==> src/rtl/snap_pkg.sv <==
package snap_pkg;
   localparam int unsigned DEF_ADDR_W  = 14;
   localparam int unsigned DEF_TDATA_W = 12;
   localparam int unsigned DEF_PDATA_W = 60;
   localparam int unsigned DEF_MODE_W  = 2;

   function automatic int unsigned frame_width(input int unsigned aw,
                                               input int unsigned tw,
                                               input int unsigned pw);
      return aw + tw + pw;
   endfunction

   function automatic int unsigned count_width(input int unsigned n);
      return (n < 2) ? 1 : $clog2(n);
   endfunction
endpackage

==> src/rtl/snap_frame.sv <==
module snap_frame #(
   parameter int unsigned ADDR_W  = snap_pkg::DEF_ADDR_W,
   parameter int unsigned TDATA_W = snap_pkg::DEF_TDATA_W,
   parameter int unsigned PDATA_W = snap_pkg::DEF_PDATA_W,
   localparam int unsigned FRAME_W = snap_pkg::frame_width(ADDR_W, TDATA_W, PDATA_W)
) (
   input  logic [ADDR_W-1:0]  tree_addr,
   input  logic [TDATA_W-1:0] tree_data,
   input  logic [PDATA_W-1:0] param_data,
   output logic [FRAME_W-1:0] frame
);
   localparam int unsigned P_LSB = 0;
   localparam int unsigned T_LSB = PDATA_W;
   localparam int unsigned A_LSB = PDATA_W + TDATA_W;

   for (genvar gi = 0; gi < PDATA_W; gi++) begin : g_pfield
      assign frame[P_LSB + gi] = param_data[gi];
   end
   for (genvar gi = 0; gi < TDATA_W; gi++) begin : g_tfield
      assign frame[T_LSB + gi] = tree_data[gi];
   end
   for (genvar gi = 0; gi < ADDR_W; gi++) begin : g_afield
      assign frame[A_LSB + gi] = tree_addr[gi];
   end
endmodule

==> src/rtl/snap_ctrl.sv <==
module snap_ctrl #(
   parameter int unsigned MODE_W  = snap_pkg::DEF_MODE_W,
   parameter logic [MODE_W-1:0] TEST_CODE = '1,
   parameter int unsigned FRAME_W = 86,
   localparam int unsigned CNT_W = snap_pkg::count_width(FRAME_W)
) (
   input  logic              clk,
   input  logic              rst_n,
   input  logic [MODE_W-1:0] mode,
   input  logic              cap_req,
   output logic              load,
   output logic              shifting
);
   localparam logic [CNT_W-1:0] LAST_IDX = CNT_W'(FRAME_W - 1);

   logic             busy_q;
   logic [CNT_W-1:0] left_q;

   assign load     = (mode == TEST_CODE) && cap_req && !busy_q;
   assign shifting = busy_q;

   always_ff @(posedge clk or negedge rst_n) begin
      if (!rst_n) begin
         busy_q <= 1'b0;
         left_q <= '0;
      end else if (load) begin
         busy_q <= 1'b1;
         left_q <= LAST_IDX;
      end else if (busy_q) begin
         if (left_q == '0) begin
            busy_q <= 1'b0;
         end else begin
            left_q <= left_q - 1'b1;
         end
      end
   end
endmodule

==> src/rtl/snap_shreg.sv <==
module snap_shreg #(
   parameter int unsigned FRAME_W = 86,
   parameter bit MSB_FIRST = 1'b1
) (
   input  logic               clk,
   input  logic               rst_n,
   input  logic               load,
   input  logic               advance,
   input  logic [FRAME_W-1:0] frame,
   output logic               head
);
   logic [FRAME_W-1:0] sh_q;

   if (MSB_FIRST) begin : g_msb
      always_ff @(posedge clk or negedge rst_n) begin
         if (!rst_n)       sh_q <= '0;
         else if (load)    sh_q <= frame;
         else if (advance) sh_q <= {sh_q[FRAME_W-2:0], 1'b0};
      end
      assign head = sh_q[FRAME_W-1];
   end else begin : g_lsb
      always_ff @(posedge clk or negedge rst_n) begin
         if (!rst_n)       sh_q <= '0;
         else if (load)    sh_q <= frame;
         else if (advance) sh_q <= {1'b0, sh_q[FRAME_W-1:1]};
      end
      assign head = sh_q[0];
   end
endmodule

==> src/rtl/snap_scan_top.sv <==
module snap_scan_top #(
   parameter int unsigned ADDR_W  = snap_pkg::DEF_ADDR_W,
   parameter int unsigned TDATA_W = snap_pkg::DEF_TDATA_W,
   parameter int unsigned PDATA_W = snap_pkg::DEF_PDATA_W,
   parameter int unsigned MODE_W  = snap_pkg::DEF_MODE_W,
   parameter logic [MODE_W-1:0] TEST_CODE = '1,
   parameter bit MSB_FIRST = 1'b1
) (
   input  logic               clk,
   input  logic               rst_n,
   input  logic [MODE_W-1:0]  mode,
   input  logic               cap_req,
   input  logic [ADDR_W-1:0]  tree_addr,
   input  logic [TDATA_W-1:0] tree_data,
   input  logic [PDATA_W-1:0] param_data,
   output logic               ser_out,
   output logic               busy
);
   localparam int unsigned FRAME_W = snap_pkg::frame_width(ADDR_W, TDATA_W, PDATA_W);

   if (ADDR_W < 1 || TDATA_W < 1 || PDATA_W < 1) begin : g_bad_width
      $error("snap_scan_top: every field needs at least one bit");
   end
   if (FRAME_W < 2) begin : g_bad_frame
      $error("snap_scan_top: frame must be at least two bits");
   end

   logic [FRAME_W-1:0] frame;
   logic               load;
   logic               head;

   snap_frame #(.ADDR_W(ADDR_W), .TDATA_W(TDATA_W), .PDATA_W(PDATA_W)) u_frame (
      .tree_addr (tree_addr),
      .tree_data (tree_data),
      .param_data(param_data),
      .frame     (frame)
   );

   snap_ctrl #(.MODE_W(MODE_W), .TEST_CODE(TEST_CODE), .FRAME_W(FRAME_W)) u_ctrl (
      .clk     (clk),
      .rst_n   (rst_n),
      .mode    (mode),
      .cap_req (cap_req),
      .load    (load),
      .shifting(busy)
   );

   snap_shreg #(.FRAME_W(FRAME_W), .MSB_FIRST(MSB_FIRST)) u_shreg (
      .clk    (clk),
      .rst_n  (rst_n),
      .load   (load),
      .advance(busy),
      .frame  (frame),
      .head   (head)
   );

   assign ser_out = busy & head;
endmodule

==> config.mk <==
export PLATFORM = sky130hd
export DESIGN_NAME = snap_scan_top
export DESIGN_NICKNAME = d
export VERILOG_FILES = /design/src/rtl/snap_pkg.sv /design/src/rtl/snap_frame.sv /design/src/rtl/snap_ctrl.sv /design/src/rtl/snap_shreg.sv /design/src/rtl/snap_scan_top.sv
export SDC_FILE = /design/constraint.sdc
export NUM_CORES = 1
export LEC_CHECK = 0
export ABC_AREA = 1
export BUFFER_PORTS_ARGS = -buffer_cell sky130_fd_sc_hd__buf_2
export CAP_MARGIN = 15
export CORE_MARGIN = 2
export CORE_UTILIZATION = 56
export DETAILED_ROUTE_END_ITERATION = 12
export GPL_TIMING_DRIVEN = 0
export PLACE_DENSITY = 0.85
export SYNTH_ARGS = -nofsm -noshare
export SYNTH_HDL_FRONTEND = slang
export SYNTH_HIERARCHICAL = 1
export SYNTH_SLANG_ARGS = --single-unit
==> constraint.sdc <==
create_clock -name clk -period 2.07 [get_ports clk]
set_input_delay 0.207 -clock clk [delete_from_list [all_inputs] [get_ports clk]]
set_output_delay 0.207 -clock clk [all_outputs]
set_load 0.05 [all_outputs]
After elaboration in Yosys (flattened, before gate mapping)
Index checks and enable logic that the tools add are counted.
{"block": "classes", "n_addsub": 1, "multipliers": 0, "n_div": 0, "n_lt_le_gt_ge": 0, "eq_ne": 2, "shift": 0, "n_mux": 8, "n_bitwise": 1, "reduce_logical": 6}
{"op": "$mux W86", "count": 2}
{"op": "$mux W7", "count": 3}
{"op": "$logic_not A7 Y1", "count": 1}
{"op": "$sub A7 B1 Y7 const B", "count": 1}
{"op": "$mux W1", "count": 3}
{"op": "$eq A2 B2 Y1 const B", "count": 1}
{"op": "$logic_and A1 B1 Y1", "count": 2}
{"op": "$ne A2 B2 Y1 const B", "count": 1}
{"op": "$reduce_and A2 Y1", "count": 1}
{"op": "$reduce_bool A2 Y1", "count": 1}
{"op": "$and A1 B1 Y1", "count": 1}
{"op": "$logic_not A1 Y1", "count": 1}
{"block": "word_totals", "regBits": 94, "latchBits": 0, "ramBits": 0, "romBits": 0, "in_bits": 91, "out_inout_bits": 2, "word_cells": 21, "n_memories": 0}

Longest topological paths before layout
{"block": "depth", "depth_word": 5, "mapped_depth": 9, "ltp_nobuf": 8}

By module
The synthesis kept the hierarchy.
{"mod": "snap_shreg", "instances": 1, "cells_each": 469, "area_per_inst_um2": 3912.5, "seq_area_each_um2": 2152.1}
{"mod": "snap_frame", "instances": 1, "cells_each": 86, "area_per_inst_um2": 645.6, "seq_area_each_um2": 0.0}
{"mod": "snap_ctrl", "instances": 1, "cells_each": 64, "area_per_inst_um2": 514.2, "seq_area_each_um2": 200.2}
{"mod": "snap_scan_top", "instances": 1, "cells_each": 2, "area_per_inst_um2": 7.5, "seq_area_each_um2": 0.0}

Worst setup path before layout
OpenSTA, ideal clock, no wires.
{"block": "synth_timing", "path_kind": "flip-flop to flip-flop", "start": "reg u_ctrl.busy_q, in the netlist u_ctrl/shifting", "end": "reg u_shreg.sh_q[75]", "setup_ns": 0.124, "t_arrival_ns": 1.695, "t_required_ns": 1.946, "setup_slack_ns": 0.251, "stages_incl_launch_ff": 10, "n_path_buf": 3, "period_less_slack_ns": 1.819, "path_cell_list": "dfrtp_1 > inv_2 > nand4_2 > inv_2 > buf_4 > inv_2 > buf_6 > buf_4 > nand3_1 > nand3_1"}
{"block": "synth_via", "elab_chain_cells": 3, "elab_cells_between_ends": 4, "cone_classes": "1 x mux; 3 x reduce/logical"}
{"element": "start: declaration", "line_no": "snap_ctrl.sv:16", "text": "logic busy_q;"}
{"element": "start signal: assignment", "line_no": "snap_ctrl.sv:24", "text": "busy_q <= 1'b0;"}
{"element": "start signal: assignment", "line_no": "snap_ctrl.sv:27", "text": "busy_q <= 1'b1;"}
{"element": "start signal: assignment", "line_no": "snap_ctrl.sv:31", "text": "busy_q <= 1'b0;"}
{"element": "$logic_not A1 Y1 (*)", "line_no": "snap_ctrl.sv:19", "text": "assign load = (mode == TEST_CODE) && cap_req && !busy_q;"}
{"element": "$logic_and A1 B1 Y1 (*)", "line_no": "snap_ctrl.sv:19"}
{"element": "via load", "line_no": "snap_scan_top.sv:29", "text": "logic load;"}
{"element": "$mux W86 / $reduce_bool A2 Y1 (equally long branches)"}
{"element": "end signal: assignment", "line_no": "snap_shreg.sv:17", "text": "else if (load) sh_q <= frame;"}
{"element": "end signal: assignment", "line_no": "snap_shreg.sv:18", "text": "else if (advance) sh_q <= {sh_q[FRAME_W-2:0], 1'b0};"}
{"element": "end: declaration", "line_no": "snap_shreg.sv:12", "text": "logic [FRAME_W-1:0] sh_q;"}
The timed path passes the listed nets; every way through them passes the cells marked *.
A chain may end at the register's enable or synchronous reset.

Worst setup path in the final report
{"block": "layout_timing", "start": "reg u_ctrl.busy_q, in the netlist u_ctrl/shifting", "end": "reg u_shreg.sh_q[52]"}
The elaborated chain is that of the path after synthesis.

==> flow_summary.yaml <==
hold_path:
  hold_path_end: "u_shreg/sh_q[69]"
  hp-start: "tree_data[9]"
  holdPathStages: 3
  hold_class: "in -> reg"
sta:
  hold_viol: 0
  drv_slew: 0
  max_freq_mhz: 541
  tns_ns: 0
  max_slew_margin_pct: 58.1
  rsz0062_at_grt: "no"
  fin_crit_ns: 1.85
  fin_crit_sh_pct: 89.2
  worstMarginPinSlew_ns: 0.629
  fin_skew_ns: 0.0154
  whs_ns: 0.0569
  finalSetupViolations: 0
drt:
  drt_iter0_markers: 196
  routed_wirelength_microns: 10100
  drt_pre_antenna_iters: 4
  post_drt_via_cell_ratio: 5.30
  drc: 0
  detail-route-antenna-nets: 0
  wl_per_cell_microns: 13.4
  num_vias: 3991
final_layout:
  finalNetCount: 733
  syn2layout_area_growth_pct: 8.00
  diodes: 0
  fin_util_pct: 62.6
  drive_gt1_share_pct: 24.0
clock_network:
  clk_pin_slew_ns: 0.11
  clk_path_buf_depth: 2
  cts_tree: "yes"
  cts.sinks: 94
  cts-root-buf: "clkbuf_8"
  cts_buffers: 9
  worst_skew_pair.late_latency_ns: 0.36
  cts_resized: 0
  htree_num_levels: 3
setup_path:
  crit_arrival_ns: 2.13
  slowest_stage: "dfrtp_1"
  cp-end-kind: "flop"
  cp_max_fo: 10
  max_stage_delay_ns: 0.45
  cp.required_ns: 2.36
  start_kind: "flop"
  critPathKind: "reg -> reg"
  reg2reg_slack_ns: 0.22
  worst_r2r_path_depth: 8
  r2r-start: "u_ctrl/shifting"
  r2r_end: "u_shreg/sh_q[52]"
  path_cells: "inv_2 > nand4_2 > inv_2 > buf_4 > buf_4 > buf_2 > nand2_1 > nand3_1"
pwr:
  p_per_area_mw_per_mm2: 591
  vdd_drop_max_mv: 0.375
  p_leak_nw: 2.84
grt:
  grt.total_usage_pct: 21.4
  antenna_found_initial: 0
  grt_pass1_wl_microns: 17400
  grt_max_degree: 49
  grt_overflow: 0
  grt_pass1_vias: 3909
place:
  place.gp.congestion: 0.821
  portBuffers: 6
  place_hpwl_microns: 7210
floorplanning:
  ios: 93
  rows: 34
  start_util_pct: 58.0
  coreArea_sq_mm: 0.00876
  die_area_sq_mm: 0.00985
  chipWidth_microns: 99.2
  die_h_microns: 99.2
synthesis:
  ys_seq_area_share_pct: 46.3
  ys_async_sr_fraction_pct: 100
  synth_edf_count: 0
  syn-cell-area_sq_mm: 0.00508
  synth_area_per_cell_sq_um: 8.18
  syn_inst: 621
  synth_ff_type: "dfrtp_1"
  ys_ff_latch: 94
  yosys_warnings: 6
  synth.net_count: 714
  post_synth_num_cell_types: 22
status:
  status: "finished, final reports clean"
job:
  max-cap-violations: 0
==> timing repair <==
action                    in CTS  in global routing
buffers inserted               0                  0
hold buffers                   1                  0
hold endpoints to repair      47                  0
==> worst max path at each step <==
stage                          from                to  slack [ns]  cells after the start
floorplan           u_ctrl/shifting  u_shreg/sh_q[75]        0.25                      9
global placement              rst_n  u_shreg/sh_q[29]       -0.05                      1
detailed placement  u_ctrl/shifting  u_shreg/sh_q[50]        0.21                      8
CTS                 u_ctrl/shifting  u_shreg/sh_q[52]        0.20                      8
global route        u_ctrl/shifting  u_shreg/sh_q[56]        0.07                      8
finish              u_ctrl/shifting  u_shreg/sh_q[52]        0.22                      8
==> state kept, by name, indices dropped and copies added, names as in the netlist <==
| signal | flops |
|---|---|
| u_shreg/sh_q | 86 |
| u_ctrl/left_q | 7 |
| u_ctrl/shifting | 1 |
==> stage by stage <==
step,instances,area (sq um),setup slack (ns),power [mW]
6_report,753,5490,0.223,3.24
5_1_grt,753,5490,0.0699,3.38
4_1_cts,753,5490,0.197,3.29
3_5_place_dp,736,5280,0.213,2.05
3_3_place_gp,735,5250,-0.0483,2.04
2_1_floorplan,621,5080,0.251,1.99
==> kinds of logic after synthesis <==
| family | Yosys count | share of synthesized area, % |
|---|---|---|
| xor+xnor | 1 | 0.172 |
| fa+ha+maj | 2 | 0.493 |
| flops | 94 | 46.3 |
| simple gates | 390 | 34.6 |
| compound gates | 2 | 0.345 |
| buf+inv | 132 | 18.1 |
==> per-layer routing <==
| metal | vias to the layer above | GRT usage [%] | wire, microns |
|---|---|---|---|
| met5 | - | 0 | 0 |
| met1 | 1898 | 29.3 | 4510 |
| met2 | 108 | 35.7 | 4890 |
| met3 | 12 | 2.88 | 518 |
| met4 | 0 | 6.64 | 149 |
| li1 | 1973 | - | - |
==> final cells by class <==
type,instances,area (sq um)
fill,784,3280
sequential,94,2350
multi-input combinational,395,1810
buffer,124,891
tap,108,135
clock buffer,9,124
clock inverter,7,77.6
timing repair buffer,8,70.1
inverter,8,30.0
==> report_power, final <==
group	total [mW]	internal [mW]	switching [mW]
combinational	0.174	0.110	0.0631
sequential	1.83	1.83	0
clock	1.23	0.571	0.662
total	3.24	2.52	0.725
==> layout by cell type (no fill, tap or decap), types with 2 or more instances in the layout <==
cell | Yosys | routed
nand2_2 | 2 | 2
nand4_1 | 4 | 4
inv_1 | 5 | 5
clkbuf_8 | 0 | 9
buf_6 | 6 | 6
buf_2 | 16 | 21
nand3_1 | 176 | 176
clkbuf_1 | 6 | 6
inv_6 | 0 | 3
nor2_1 | 3 | 3
nand2_1 | 197 | 197
nor2_4 | 3 | 3
ha_1 | 2 | 2
dfrtp_1 | 94 | 94
inv_2 | 3 | 3
buf_4 | 96 | 97
==> synthesized netlist by cell type, drive strengths merged, types with 2 or more instances <==
cell type / instances / area share, %
dfrtp: 94 / 46
nand2: 199 / 15
buf: 118 / 17
nor2: 8 / 1.4
inv: 8 / 0.59
nand4: 5 / 0.74
nand3: 176 / 17
ha: 2 / 0.49
clkbuf: 6 / 0.44
==> critical path, delay by kind of cell (launching register included) <==
| kind | cells | cell delay (ns) |
|---|---|---|
| buf+inv | 5 | 0.93 |
| flops | 1 | 0.45 |
| simple gates | 3 | 0.40 |
Power figures use the tool's default switching activity.
